===== config.mk =====
export PLATFORM = sky130hd
export DESIGN_NAME = pc_bkpt_trigger
export DESIGN_NICKNAME = d
export VERILOG_FILES = /design/src/rtl/pcbk_pkg.sv /design/src/rtl/pcbk_regs.sv /design/src/rtl/pcbk_match.sv /design/src/rtl/pc_bkpt_trigger.sv
export SDC_FILE = /design/constraint.sdc
export NUM_CORES = 1
export LEC_CHECK = 0
export BUFFER_PORTS_ARGS = -buffer_cell sky130_fd_sc_hd__buf_2
export CAP_MARGIN = 20
export CORE_UTILIZATION = 50
export CTS_CLUSTER_DIAMETER = 150
export DETAILED_ROUTE_END_ITERATION = 10
export HOLD_SLACK_MARGIN = 0.08
export PLACE_DENSITY = 0.7
export RECOVER_POWER = 100
export SLEW_MARGIN = 20
export SYNTH_ARGS = -nofsm -noshare
export SYNTH_HDL_FRONTEND = slang
export SYNTH_SLANG_ARGS = --single-unit

===== constraint.sdc =====
create_clock -name clk -period 1.8 [get_ports clk]
set_input_delay 0.36 -clock clk [delete_from_list [all_inputs] [get_ports clk]]
set_output_delay 0.36 -clock clk [all_outputs]
set_load 0.02 [all_outputs]

===== src/rtl/pcbk_pkg.sv =====
package pcbk_pkg;
  // control word bit positions
  localparam int CTRL_EN_BIT  = 0;
  localparam int CTRL_INV_BIT = 1;
  // breakpoint valid flag / ignored address bit
  localparam int VALID_BIT    = 0;

  function automatic int reg_aw(input int nbkpt);
    return $clog2(nbkpt + 2);
  endfunction
endpackage


===== src/rtl/pcbk_regs.sv =====
module pcbk_regs
  import pcbk_pkg::*;
#(
  parameter int ADDR_W   = 32,
  parameter int NUM_BKPT = 4,
  localparam int REG_AW  = reg_aw(NUM_BKPT)
) (
  input  logic                             clk,
  input  logic                             rst,
  input  logic                             we,
  input  logic [REG_AW-1:0]                addr,
  input  logic [ADDR_W-1:0]                wdata,
  output logic [ADDR_W-1:0]                rdata,
  output logic [NUM_BKPT-1:0][ADDR_W-1:0]  bkpt,
  output logic [ADDR_W-1:0]                mask,
  output logic                             ctrl_en,
  output logic                             ctrl_inv
);
  localparam int MASK_SEL = NUM_BKPT;
  localparam int CTRL_SEL = NUM_BKPT + 1;

  logic [NUM_BKPT-1:0][ADDR_W-1:0] bkpt_q;
  logic [ADDR_W-1:0]               mask_q;
  logic                            en_q, inv_q;
  logic [ADDR_W-1:0]               rd_mux, rdata_q;

  for (genvar g = 0; g < NUM_BKPT; g++) begin : g_bk
    always_ff @(posedge clk) begin
      if (rst)
        bkpt_q[g] <= '0;
      else if (we && addr == REG_AW'(g)) begin
        if (g == 0)
          bkpt_q[g] <= {wdata[ADDR_W-1:1], 1'b0};
        else
          bkpt_q[g] <= wdata;
      end
    end
  end

  always_ff @(posedge clk) begin
    if (rst) begin
      mask_q <= '0;
      en_q   <= 1'b0;
      inv_q  <= 1'b0;
    end else if (we) begin
      if (addr == REG_AW'(MASK_SEL))
        mask_q <= wdata;
      if (addr == REG_AW'(CTRL_SEL)) begin
        en_q  <= wdata[CTRL_EN_BIT];
        inv_q <= wdata[CTRL_INV_BIT];
      end
    end
  end

  always_comb begin
    rd_mux = '0;
    for (int i = 0; i < NUM_BKPT; i++)
      if (addr == REG_AW'(i)) rd_mux = bkpt_q[i];
    if (addr == REG_AW'(MASK_SEL)) rd_mux = mask_q;
    if (addr == REG_AW'(CTRL_SEL)) begin
      rd_mux[CTRL_EN_BIT]  = en_q;
      rd_mux[CTRL_INV_BIT] = inv_q;
    end
  end

  always_ff @(posedge clk) begin
    if (rst) rdata_q <= '0;
    else     rdata_q <= rd_mux;
  end

  assign rdata    = rdata_q;
  assign bkpt     = bkpt_q;
  assign mask     = mask_q;
  assign ctrl_en  = en_q;
  assign ctrl_inv = inv_q;


  reset_clear_chk: assert property (@(posedge clk)
    $past(rst) |-> (mask_q == '0 && !en_q && !inv_q && rdata_q == '0));


  bk0_lsb_chk: assert property (@(posedge clk) disable iff (rst)
    ($past(addr) == '0) |-> (rdata_q[VALID_BIT] == 1'b0));
endmodule


===== src/rtl/pcbk_match.sv =====
module pcbk_match
  import pcbk_pkg::*;
#(
  parameter int ADDR_W   = 32,
  parameter int NUM_BKPT = 4
) (
  input  logic [ADDR_W-1:0]               pc,
  input  logic [NUM_BKPT-1:0][ADDR_W-1:0] bkpt,
  input  logic [ADDR_W-1:0]               mask,
  output logic                            in_region
);
  localparam logic [ADDR_W-1:0] LSB_OFF = ~(ADDR_W'(1));

  logic [NUM_BKPT-1:0] hit;

  for (genvar g = 0; g < NUM_BKPT; g++) begin : g_cmp
    if (g == 0) begin : g_masked
      assign hit[g] = (((pc ^ bkpt[g]) & ~mask & LSB_OFF) == '0);
    end else begin : g_exact
      assign hit[g] = bkpt[g][VALID_BIT] &&
                      (((pc ^ bkpt[g]) & LSB_OFF) == '0);
    end
  end

  assign in_region = |hit;
endmodule


===== src/rtl/pc_bkpt_trigger.sv =====
module pc_bkpt_trigger
  import pcbk_pkg::*;
#(
  parameter int ADDR_W   = 32,
  parameter int NUM_BKPT = 4,
  localparam int REG_AW  = reg_aw(NUM_BKPT)
) (
  input  logic              clk,
  input  logic              rst,
  input  logic              reg_we,
  input  logic [REG_AW-1:0] reg_addr,
  input  logic [ADDR_W-1:0] reg_wdata,
  output logic [ADDR_W-1:0] reg_rdata,
  input  logic              pc_valid,
  input  logic [ADDR_W-1:0] pc,
  output logic              pc_trig
);
  logic [NUM_BKPT-1:0][ADDR_W-1:0] bkpt;
  logic [ADDR_W-1:0]               mask;
  logic                            ctrl_en, ctrl_inv, in_region;
  logic                            trig_q;

  pcbk_regs #(.ADDR_W(ADDR_W), .NUM_BKPT(NUM_BKPT)) u_regs (
    .clk(clk), .rst(rst), .we(reg_we), .addr(reg_addr), .wdata(reg_wdata),
    .rdata(reg_rdata), .bkpt(bkpt), .mask(mask),
    .ctrl_en(ctrl_en), .ctrl_inv(ctrl_inv)
  );

  pcbk_match #(.ADDR_W(ADDR_W), .NUM_BKPT(NUM_BKPT)) u_match (
    .pc(pc), .bkpt(bkpt), .mask(mask), .in_region(in_region)
  );

  always_ff @(posedge clk) begin
    if (rst) trig_q <= 1'b0;
    else     trig_q <= pc_valid && ctrl_en && (in_region ^ ctrl_inv);
  end

  assign pc_trig = trig_q;


  en_gate_chk: assert property (@(posedge clk) disable iff (rst)
    !ctrl_en |=> !pc_trig);


  valid_gate_chk: assert property (@(posedge clk) disable iff (rst)
    !pc_valid |=> !pc_trig);


  invert_inside_chk: assert property (@(posedge clk) disable iff (rst)
    (pc_valid && ctrl_en && ctrl_inv && in_region) |=> !pc_trig);


  direct_inside_chk: assert property (@(posedge clk) disable iff (rst)
    (pc_valid && ctrl_en && !ctrl_inv && in_region) |=> pc_trig);
endmodule


### Word level (Yosys, flattened, before mapping)

Index checks and enable logic that the tools add are counted.
W data, S select, Z words.

* register bits after elaboration: 194
* latch bits: 0
* RAM bits: 0
* bits in read-only memories: 0
* logic and storage cells: 44
* memories: 0

* add/sub/neg operators: 0
* $mul: 0
* div/mod/pow operators: 0
* $lt $le $gt $ge: 0
* eq/ne operators: 5
* shift-type cells: 0
* mux-type cells: 6
* bitwise operators: 7
* reductions and logical operators: 17

Operators by type and width (count)
* $mux W32: 5
* $logic_not A32 Y1: 4
* $xor A32 B32 Y32: 4
* $and A32 B32 Y32: 1
* $not A32 Y32: 1
* $logic_and A1 B1 Y1: 9
* $eq A3 B2 Y1 const B: 2
* $eq A3 B3 Y1 const B: 2
* $reduce_and A2 Y1: 2
* $reduce_or A4 Y1: 1
* $eq A3 B1 Y1 const B: 1
* $logic_not A3 Y1: 1
* $mux W2: 1
* $xor A1 B1 Y1: 1

### Logic depth before layout (Yosys ltp)

Gate-level depths: netlist of the first run.

* depth after elaboration: 7
* depth in mapped cells: 9

### Modules after synthesis

From an unflattened synthesis of the first run, not the netlist that was laid out.

* cell total of the unflattened synthesis: 1148
* area, all modules: 9643.0 µm²

Modules (own cells, without submodules)
* pcbk_regs: times used 1, cells an instance 934, area each 7842.5 µm², seq. area each 3863.7 µm²
* pcbk_match: times used 1, cells an instance 210, area each 1757.9 µm², seq. area each 0.0 µm²
* pc_bkpt_trigger: times used 1, cells an instance 4, area each 42.5 µm², seq. area each 20.0 µm²

### Worst setup path before layout of the first run

Ideal clock, no wire load.

* path kind: input port to flip-flop
* start point: in reg_addr[0]
* end point: reg u_regs.rdata_q[18] (netlist: u_regs.rdata[18])
* arrival time: 1.453 ns
* required time: 1.672 ns
* path slack: 0.220 ns
* stages: 8
* path buffers: 3
* cell sequence: buf_2 buf_6 buf_6 mux2i_1 o21ai_1 a221o_1 o21ai_1 nor2_1

* longest elaborated chain between the ends: 6
* elaborated cells on any way between the ends: 10
* those cells by class: eq/ne: 4; mux: 5; reduce/logical: 1

RTL lines
* start, declared: RTL line pc_bkpt_trigger.sv:11 `input logic [REG_AW-1:0] reg_addr,`
* $logic_not A3 Y1: RTL line pcbk_regs.sv:58 `if (addr == REG_AW'(i)) rd_mux = bkpt_q[i];`
* $mux W32 (4 in a row): RTL line pcbk_regs.sv:58
* $mux W32 (*): RTL line pcbk_regs.sv:59 `if (addr == REG_AW'(MASK_SEL)) rd_mux = mask_q;`
* end signal, assigned: RTL line pcbk_regs.sv:68 `else rdata_q <= rd_mux;`
* end, declared: RTL line pcbk_regs.sv:25 `logic [ADDR_W-1:0] rd_mux, rdata_q;`

Mark *: on every way between the ends. The rest lies on a longest branch, timed or not.
A chain may end at the register's enable or synchronous reset.

### Final worst setup path of the first run

* start point: reg u_regs.bkpt_q (netlist bit u_regs.bkpt[35])
* end point: reg trig_q (netlist: pc_trig)

* longest elaborated chain between the ends: 6

RTL lines
* start, declared: RTL line pcbk_regs.sv:22 `logic [NUM_BKPT-1:0][ADDR_W-1:0] bkpt_q;`
* start signal, assigned by index: RTL line pcbk_regs.sv:33 `bkpt_q[g] <= {wdata[ADDR_W-1:1], 1'b0};`
* start signal, assigned by index: RTL line pcbk_regs.sv:35 `bkpt_q[g] <= wdata;`
* $xor A32 B32 Y32: RTL line pcbk_match.sv:21 `(((pc ^ bkpt[g]) & LSB_OFF) == '0);`
* $logic_not A32 Y1: RTL line pcbk_match.sv:21
* $logic_and A1 B1 Y1: RTL line pcbk_match.sv:20 `assign hit[g] = bkpt[g][VALID_BIT] &&`
* $reduce_or A4 Y1: RTL line pcbk_match.sv:25 `assign in_region = |hit;`
* $xor A1 B1 Y1: RTL line pc_bkpt_trigger.sv:35 `else trig_q <= pc_valid && ctrl_en && (in_region ^ ctrl_inv);`
* $logic_and A1 B1 Y1: RTL line pc_bkpt_trigger.sv:35
* end signal, assigned: RTL line pc_bkpt_trigger.sv:35
* end, declared: RTL line pc_bkpt_trigger.sv:21 `logic trig_q;`

No other way between the ends.

==> results of run 1 <==
==> synthesized netlist by cell type (all sizes together) <==
cell type / count
nand2: 357
dfxtp: 194
a21oi: 160
xnor2: 124
buf: 67
o21ai: 60
clkbuf: 46
nor2: 38
mux2i: 35
a221o: 30
nand4: 24
o22ai: 15
nor4: 10
and2: 3
a22oi: 2
nor2b: 2
or3: 2
and3: 1
inv: 1
mux2: 1
mux4: 1
nand2b: 1
nand3b: 1
nand4b: 1
nor3: 1
nor3b: 1
o211ai: 1
o22a: 1
or2: 1
==> logic make-up after synthesis <==
family                    share of synthesized area
and+or+nand+nor                               0.195
xor gates and xnor gates                      0.118
DFF                                           0.420
muxes                                        0.0416
AOI/OAI and AO/OA                             0.165
buffers and inverters                        0.0608
==> power by group through the flow <==
| stage | Clock [mW] | Sequential (mW) | Combinational [mW] |
|---|---|---|---|
| floorplan | 0 | 4.57 | 0.631 |
| global placement | 0 | 4.56 | 1.12 |
| detailed placement | 0 | 4.56 | 1.13 |
| CTS | 3.63 | 4.46 | 1.14 |
| global route | 3.81 | 4.48 | 1.22 |
| finish | 3.62 | 4.46 | 1.15 |
==> path summary, 6_finish.rpt <==
kind / start / endpoint / slack (ns)
hold reg to reg: u_regs.mask[0] / u_regs.mask[0] / 0.46
setup / recovery: u_regs.bkpt[35] / pc_trig / 0.05
setup reg to reg: u_regs.bkpt[35] / pc_trig / 0.05
hold / removal: reg_wdata[17] / u_regs.bkpt[113] / 0.19
==> through the flow <==
| step | setup TNS (ns) | util |
|---|---|---|
| 2_1_floorplan | 0 | - |
| 3_3_place_gp | -0.154 | 0.569 |
| 3_5_place_dp | -0.161 | 0.569 |
| 4_1_cts | 0 | 0.599 |
| 5_1_grt | -0.0597 | 0.598 |
| 6_report | 0 | 0.598 |
==> placed cells by master (no fill, tap or decap), drive strengths merged <==
cell	instances
clkinv	4
clkbuf	60
nor3b	1
xnor2	124
a21oi	160
inv	8
and2	3
buf	135
o22a	1
or2	1
nor4	10
o22ai	15
a22oi	2
nand2	357
or3	2
nand2b	1
nand3b	1
nand4	24
mux2	1
o211ai	1
dfxtp	194
mux2i	35
mux4	1
o21ai	60
and3	1
a221o	30
nor2b	2
nor2	38
nor3	1
nand4b	1
clkinvlp	3
==> layer usage <==
metal	GRT usage	up-vias	wire, um
met1	0.434	4186	12700
met5	0	-	0
met3	0.0833	90	2980
met4	0.164	0	1160
met2	0.517	500	14000
li1	-	4105	-
==> registers in the layout, indices dropped and copies added, names as in the netlist <==
register         flops
u_regs.bkpt        127
u_regs.mask         32
u_regs.rdata        32
pc_trig              1
u_regs.ctrl_en       1
u_regs.ctrl_inv      1
==> critical path, delay by kind of cell (launching register included) <==
family                    cells  cell delay, ns
and+or+nand+nor               3            0.64
DFF                           1            0.34
xor gates and xnor gates      1            0.25
buffers and inverters         1            0.17
muxes                         1            0.16
AOI/OAI and AO/OA             1            0.12
==> layout make-up <==
class                   instances  area [um2]  share of cell area
well taps                     229         287              0.0266
clock buffers                  18         429              0.0398
repair buffers                177        1150               0.107
multi-input cells             873        4890               0.454
inverters                       1        3.75            0.000349
flip-flops and latches        194        3890               0.361
clock inverters                14         118              0.0109
==> repair_timing <==
action	4_1_cts	5_1_grt
hold buffers	0	0
endpoints found under the setup margin	0	1
hold endpoints to repair	0	0
resized for setup	0	16
==> metrics, run 1 <==
largest net degree at the start of global routing 66; worst hold stages 3; Synth Instances 1181; clock power share 0.391; H-tree depth 4; vias per cell between 5 and 6; initial antenna violation count 0; crit-path max FO 3; GRT overflow 0; Starting Density 0.513; Fmax 570 MHz; Worst-Margin Slew 0.679 ns; period utilization 0.975; pre-CTS setup slack -0.157 ns; DIE WIDTH 138 um; Pwr Density 857 mW/mm2; CTS Buffer Depth 2; Gate power share 0.125; Final min period around 1.8 ns; share of the synthesized area in the top cell type 0.420; Static Leakage about 3.7 nW; Nets 1335; synthesized area 0.00924 mm2; Worst Hold Class input pin to flip-flop; Post-CTS Setup Repair Bufs 0; endpoints failing hold 0; Post-DRT Antenna Nets 0; Layout Skew 0.0101 ns; crit-path cells xnor2_1, nand4_1, nor4_1, nand2_1, o211ai_1, buf_4, mux2i_1; area leader, netlist dfxtp_1; latest clock arrival within the worst-skew pair roughly 0.44 ns; die area between 0.015 and 0.02 mm2; share of layout cells above drive strength 1 0.153; clk sinks 194; mean post-synth cell area around 7.8 um2; Cell Int Power 6.64 mW; outcome completed; hpwl dp 21000 um; Crit path required time 2.18 ns; crit path DAT 2.13 ns; DR pass1 iterations 5; placed cell count around 1500; post-synthesis cell type count 34; Post-Syn Nets between 1000 and 1500; design area 0.0108 mm2; Routed WL per cell 20.5 um; CP max stage cell nor4_1; number of global-route vias before repair 8016; Root Buffer clkbuf_16; CP peak stage delay 0.36 ns; CTS tree yes; sequential power share 0.484; core region area 0.0180 mm2; gpl congestion 0.992; sw power around 2.6 mW; final worst slack 0.0459 ns; final WL 30900 um; clock slew at reported path FFs about 0.080 ns; crit path capture type flip-flop; synthesis-to-finish area growth 16.5%; Slew Limit Headroom 0.547; post-synthesis sequential area ratio 0.420; post-synthesis register bit count 194; Placed Area 0.0103 mm2; Critical Path Source Type flip-flop; vias 8881; fraction of power spent switching nets 0.281; final-report setup violation count 0; fillers 1688; Synth area leaders dfxtp_1, nand2_1, xnor2_1, a21oi_1, mux2i_1; Non-Filler Instances 1506; worst hold margin 0.188 ns; Tot GR Track Use 0.335; Max-cap violations 0; # DRC 0; row count 49; CTS buffer count 17; DRT iter0 DRCs 1019; YS warnings 0; first-pass GRT wire length about 46000 um; critical path class flip-flop to flip-flop; Reg2Reg Depth 7; PortBufs 102; # diodes 0; Max Slew Vio Count 0; IO Pins 104; die height around 140 um; overall power 9.23 mW; Max VDD drop 0.572 mV
No activity file was read; power rests on OpenSTA's default activity.
==> run 2: changes to the inputs <==
--- a/config.mk
+++ b/config.mk
@@ -5,6 +5,7 @@
 export SDC_FILE = /design/constraint.sdc
 export NUM_CORES = 1
 export LEC_CHECK = 0
+export ABC_AREA = 1
 export BUFFER_PORTS_ARGS = -buffer_cell sky130_fd_sc_hd__buf_2
 export CAP_MARGIN = 20
 export CORE_UTILIZATION = 50
==> metrics, run 2 <==
YS warnings 0 (unchanged); max FFs per register 127 (unchanged); DIE WIDTH 142 um (+2.9%); post-synthesis register bit count 194 (unchanged); largest net degree at the start of global routing 78 (+18%); clock slew at reported path FFs 0.07 ns (about the same); Primary FF master, synth dfxtp_1; final WL 28500 um (-7.7%); hpwl dp 19200 um (-8.6%); Crit path required time 2.10 ns (-0.08 ns); CTS Hold Bufs 0 (unchanged); vias per cell 5.30 (-10%); critical path class input pin to flip-flop; # DRC 0 (unchanged); first-pass GRT wire length 45300 um (-2.0%); TNS Setup 0 ns (unchanged); Static Leakage 4.54 nW (+23%); DRT iter0 DRCs 895 (-12%); CP max stage cell nor3_1; Synth Instances 1499 (+27%); Worst Hold Class input pin to flip-flop; RSZ-0062 raised after global routing no; commonest non-fill, non-tap cell in the layout nand2_1; Worst Setup SP reg_addr[1]; DR pass1 iterations 6 (+1); Max Slew Vio Count 0 (unchanged); Max-cap violations 0 (unchanged); # diodes 0 (unchanged); crit path DAT 1.96 ns (-0.17 ns); most frequent cells in the layout nand2_1, inv_1, a21oi_1, dfxtp_1, o21ai_0; post-synthesis sequential area ratio 0.397 (-0.0234); share of flip-flops with an asynchronous set or reset 0 (unchanged); Root Buffer clkbuf_16; CTS tree yes; GRT overflow 0 (unchanged); Reg2Reg Depth 11 (+4); Post-Syn Nets 1570 (+25%); Nets 1646 (+23%); latest clock arrival within the worst-skew pair 0.43 ns (about the same); synthesis-to-finish area growth 12.0%; endpoints failing hold 0 (unchanged); Max VDD drop 0.616 mV (+7.7%); final-report setup violation count 0 (unchanged); min-delay src reg_wdata[4]; Final min period 1.66 ns (-0.0913 ns); Post-synth EDFFs 0 (unchanged); WHS Endpoint u_regs.bkpt[68]; Tot GR Track Use 0.290 (-0.0446); worst r2r src u_regs.bkpt[90]; Critical Path Source Type input pin; Fmax 601 MHz (+5.5%); number of global-route vias before repair 9002 (+12%); reg2reg end pc_trig; worst hold stages 3 (unchanged); crit-path max FO 49 (+46); CTS resizes 0 (unchanged); Post-DRT Antenna Nets 0 (unchanged); mean post-synth cell area 6.53 um2 (-17%); Synth area leaders dfxtp_1, nand2_1, a21oi_1, inv_1, o21ai_0; area leader, netlist dfxtp_1; vias 9786 (+10%); initial antenna violation count 0 (unchanged); IO Pins 104 (unchanged); die area 0.0201 mm2 (+5.8%); Layout Skew 0.00987 ns (-0.000271 ns); Pwr Density 842 mW/mm2 (-1.8%); CTS buffer count 17 (unchanged); synthesized area 0.00979 mm2 (+5.9%); PortBufs 102 (unchanged); die height 142 um (+2.9%); Routed WL per cell 15.4 um (-25%); outcome completed; Post-CTS Setup Repair Bufs 0 (unchanged); share of the synthesized area in the top cell type 0.397 (-0.0234); CTS Buffer Depth 2 (unchanged); Starting Density 0.516 (+0.00360); row count 50 (+2.0%); Slew Limit Headroom 0.420 (-0.127); synth cell count leaders nand2_1, inv_1, a21oi_1; R2R Setup Slk 0.28 ns (+0.23 ns); H-tree depth 4 (unchanged); period utilization 0.924 (-0.0507); post-synthesis cell type count 31 (-8.8%); CP peak stage delay 0.73 ns (+0.37 ns); Worst-Margin Slew 0.863 ns (+0.184 ns); share of layout cells above drive strength 1 0.0831 (-0.0696); crit-path cells clkbuf_1, nor3_1, nand2_2, buf_6, o21ai_0, a21oi_1; gpl congestion 0.883 (-11%); worst hold margin 0.240 ns (+0.0522 ns); core region area 0.0190 mm2 (+5.2%); clk sinks 194 (unchanged); cell with the most instances after synthesis nand2_1; crit path capture type flip-flop
-- run 2: cell types whose count changed after synthesis, sizes merged, moves of 35 or more --
cell,before,now
xnor2,124,7
nor2,38,84
nand3,0,50
inv,1,216
nand2,357,449
o21ai,60,152
mux2i,35,0
a21oi,160,197
-- run 2: through the flow --
stage	setup slack [ns]	cells	total power [mW]	instance area (um2)	util
after floorplan	0.449	1499	5.32	9790	-
after global placement	0.125	1816	5.73	10600	0.557
after detailed placement	0.0624	1816	5.75	10600	0.557
after CTS	0.260	1848	9.28	11100	0.586
after global routing	0.0761	1848	9.60	11000	0.578
final	0.137	1848	9.23	11000	0.578
-- run 2: cell families after synthesis --
logic type / Yosys count / share of synthesized area
XOR/XNOR: 12 / 0.0107
buffers and inverters: 287 / 0.127
flip-flops: 194 / 0.397
AND/OR/NAND/NOR: 591 / 0.243
AO/OA/AOI/OAI: 415 / 0.223
-- run 2: critical path, delay by kind of cell --
kind | cells | cell delay, ns
and+or+nand+nor | 2 | 0.85
buffers and inverters | 2 | 0.43
AOI/OAI and AO/OA | 2 | 0.30
-- run 2: worst max path at each step --
| stage | endpoint | cells past startpoint |
|---|---|---|
| 2_1_floorplan | pc_trig | 14 |
| 3_3_place_gp | u_regs.bkpt[8] | 8 |
| 3_5_place_dp | u_regs.bkpt[24] | 8 |
| 4_1_cts | pc_trig | 11 |
| 5_1_grt | u_regs.mask[8] | 6 |
| 6_report | u_regs.mask[26] | 6 |
-- run 2: layer usage --
layer	global-route usage	share of wire
met5	0	0
met4	0.0798	0.014
met3	0.0418	0.077
met2	0.459	0.44
met1	0.412	0.46
-- run 2: power breakdown --
group | switching (mW) | internal (mW) | total (mW) | leakage (nW)
logic | 0.767 | 0.370 | 1.14 | 2.70
clock network | 1.66 | 1.92 | 3.58 | 0.260
registers | 0.0773 | 4.43 | 4.51 | 1.57
total | 2.51 | 6.72 | 9.23 | 4.54
-- run 2: layout make-up --
type,instances,area (um2)
Clock buffer,25,495
Clock inverter,7,50.0
Fill cell,1946,8000
Inverter,216,815
Multi-Input combinational cell,1018,4610
Sequential cell,194,3880
Tap cell,260,325
Timing Repair Buffer,128,778
==> run 3: changes to the inputs <==
--- a/config.mk
+++ b/config.mk
@@ -8,11 +8,10 @@
 export ABC_AREA = 1
 export BUFFER_PORTS_ARGS = -buffer_cell sky130_fd_sc_hd__buf_2
 export CAP_MARGIN = 20
-export CORE_UTILIZATION = 50
+export CORE_UTILIZATION = 30
 export CTS_CLUSTER_DIAMETER = 150
 export DETAILED_ROUTE_END_ITERATION = 10
 export HOLD_SLACK_MARGIN = 0.08
-export PLACE_DENSITY = 0.7
 export RECOVER_POWER = 100
 export SLEW_MARGIN = 20
 export SYNTH_ARGS = -nofsm -noshare
==> metrics, run 3 (same netlist as run 2, synthesis figures left out) <==
vias per cell 4.76 (-10%); Static Leakage 4.57 nW (+0.74%); Nets 1649 (+0.18%); Starting Density 0.308 (-0.209); overall power 9.38 mW (+1.7%); CTS Buffer Depth 2 (unchanged); Tot GR Track Use 0.187 (-0.103); Worst-Margin Slew 0.771 ns (-0.0923 ns); final-report setup violation count 0 (unchanged); Pwr Density 836 mW/mm2 (-0.72%); share of layout cells above drive strength 1 0.0874 (+0.00430); die area 0.0334 mm2 (+66%); max FFs per register 127 (unchanged); gpl congestion 0.871 (-1.3%); CTS tree yes; Root Buffer clkbuf_16; TNS Setup 0 ns (unchanged); row count 65 (+30%); GR Util met3 0.0347 (-0.00713); initial antenna violation count 3 (+3); clk sinks 194 (unchanged); core region area 0.0318 mm2 (+68%); latest clock arrival within the worst-skew pair 0.44 ns (about the same); Worst Hold Class input pin to flip-flop; Placed Area 0.0108 mm2 (+2.5%); hpwl dp 21600 um (+13%); final WL 30900 um (+8.3%); die height 183 um (+29%); design area 0.0112 mm2 (+2.4%); Slew Limit Headroom 0.486 (+0.0660); Fmax 629 MHz (+4.6%); RSZ-0062 raised after global routing no; Max VDD drop 0.627 mV (+1.8%); met1 GRT Util 0.259 (-0.153); Critical Path Source Type input pin; IO Pins 104 (unchanged); met2 GRT Util 0.294 (-0.164); GRT overflow 0 (unchanged); busiest layer in global routing met2; synthesis-to-finish area growth 14.7%; crit path capture type flip-flop; # DRC 0 (unchanged); DR pass1 iterations 5 (-1); worst hold margin 0.229 ns (-0.0111 ns); largest net degree at the start of global routing 85 (+9.0%); outcome completed; DRT iter0 DRCs 823 (-8.0%); first-pass GRT wire length 48200 um (+6.4%); crit path DAT 1.89 ns (-0.07 ns); Post-DRT Antenna Nets 0 (unchanged); Crit path required time 2.10 ns (about the same); CTS resizes 0 (unchanged); H-tree depth 4 (unchanged); clock slew at reported path FFs 0.07 ns (about the same); PortBufs 102 (unchanged); period utilization 0.883 (-0.0409); CTS Hold Bufs 0 (unchanged); Post-CTS Setup Repair Bufs 0 (unchanged); Max-cap violations 0 (unchanged); most frequent cells in the layout nand2_1, inv_1, a21oi_1, dfxtp_1, o21ai_0; Routed WL per cell 15.2 um (-1.3%); Final min period 1.59 ns (-0.0737 ns); number of global-route vias before repair 9044 (+0.47%); commonest non-fill, non-tap cell in the layout nand2_1; Layout Skew 0.0117 ns (+0.00181 ns); Util after Layout 0.353 (-0.225); Max Slew Vio Count 0 (unchanged); CTS buffer count 17 (unchanged); crit-path max FO 28 (-43%); critical path class input pin to flip-flop; endpoints failing hold 0 (unchanged); DIE WIDTH 183 um (+29%); vias 9654 (-1.3%)
==> run 3: cell count changes in the layout (fill, tap and decap cells not counted), moves of 2 or more <==
cell      before  now
inv_6          1    3
nand2_1      447  445
nand2_4        1    3
clkbuf_8       4    2
clkbuf_4       0    2
diode_2        0    3
clkbuf_1      41   39
==> run 3: path summary, 6_finish.rpt <==
kind	cells past startpoint	endpoint	from	slack (ns)
max	5	u_regs.bkpt[10]	reg_we	0.21
min	3	u_regs.bkpt[68]	reg_wdata[4]	0.23
max reg2reg	13	pc_trig	u_regs.bkpt[72]	0.27
min reg2reg	2	u_regs.mask[20]	u_regs.mask[20]	0.47
==> run 3: worst max-delay path, cell delays in order <==
cell      delay (ns)
clkbuf_1        0.56
nand2_4         0.27
buf_2           0.39
o21ai_0         0.24
a21oi_1         0.06
==> run 3: layer usage <==
| layer | part of all wire | wire length [um] | vias up |
|---|---|---|---|
| met5 | 0.00036 | 11 | - |
| met4 | 0.015 | 450 | 2 |
| met3 | 0.075 | 2330 | 31 |
| met2 | 0.45 | 13800 | 329 |
| met1 | 0.46 | 14200 | 4342 |
| li1 | - | - | 4950 |
==> run 3: per-stage QoR <==
| step | std cells | setup WS, ns |
|---|---|---|
| after floorplan | 1499 | 0.449 |
| after global placement | 1994 | 0.0884 |
| after detailed placement | 1994 | 0.0922 |
| after CTS | 2025 | 0.254 |
| after global routing | 2025 | 0.0794 |
| final | 2028 | 0.211 |
==> run 3: report_power, final <==
part / leakage [nW] / internal, mW / switching [mW]
clock network: 0.273 / 1.99 / 1.75
registers: 1.57 / 4.43 / 0.0765
logic: 2.72 / 0.372 / 0.771
==> run 3: area by class of cell <==
| cell class | count | area (um2) |
|---|---|---|
| clock inverter | 11 | 104 |
| sequential | 194 | 3880 |
| tap | 435 | 544 |
| timing repair buffer | 131 | 778 |
| inverter | 216 | 815 |
| multi-input combinational | 1018 | 4640 |
| clock buffer | 20 | 457 |
| fill | 3488 | 20600 |
| antenna | 3 | 7.51 |
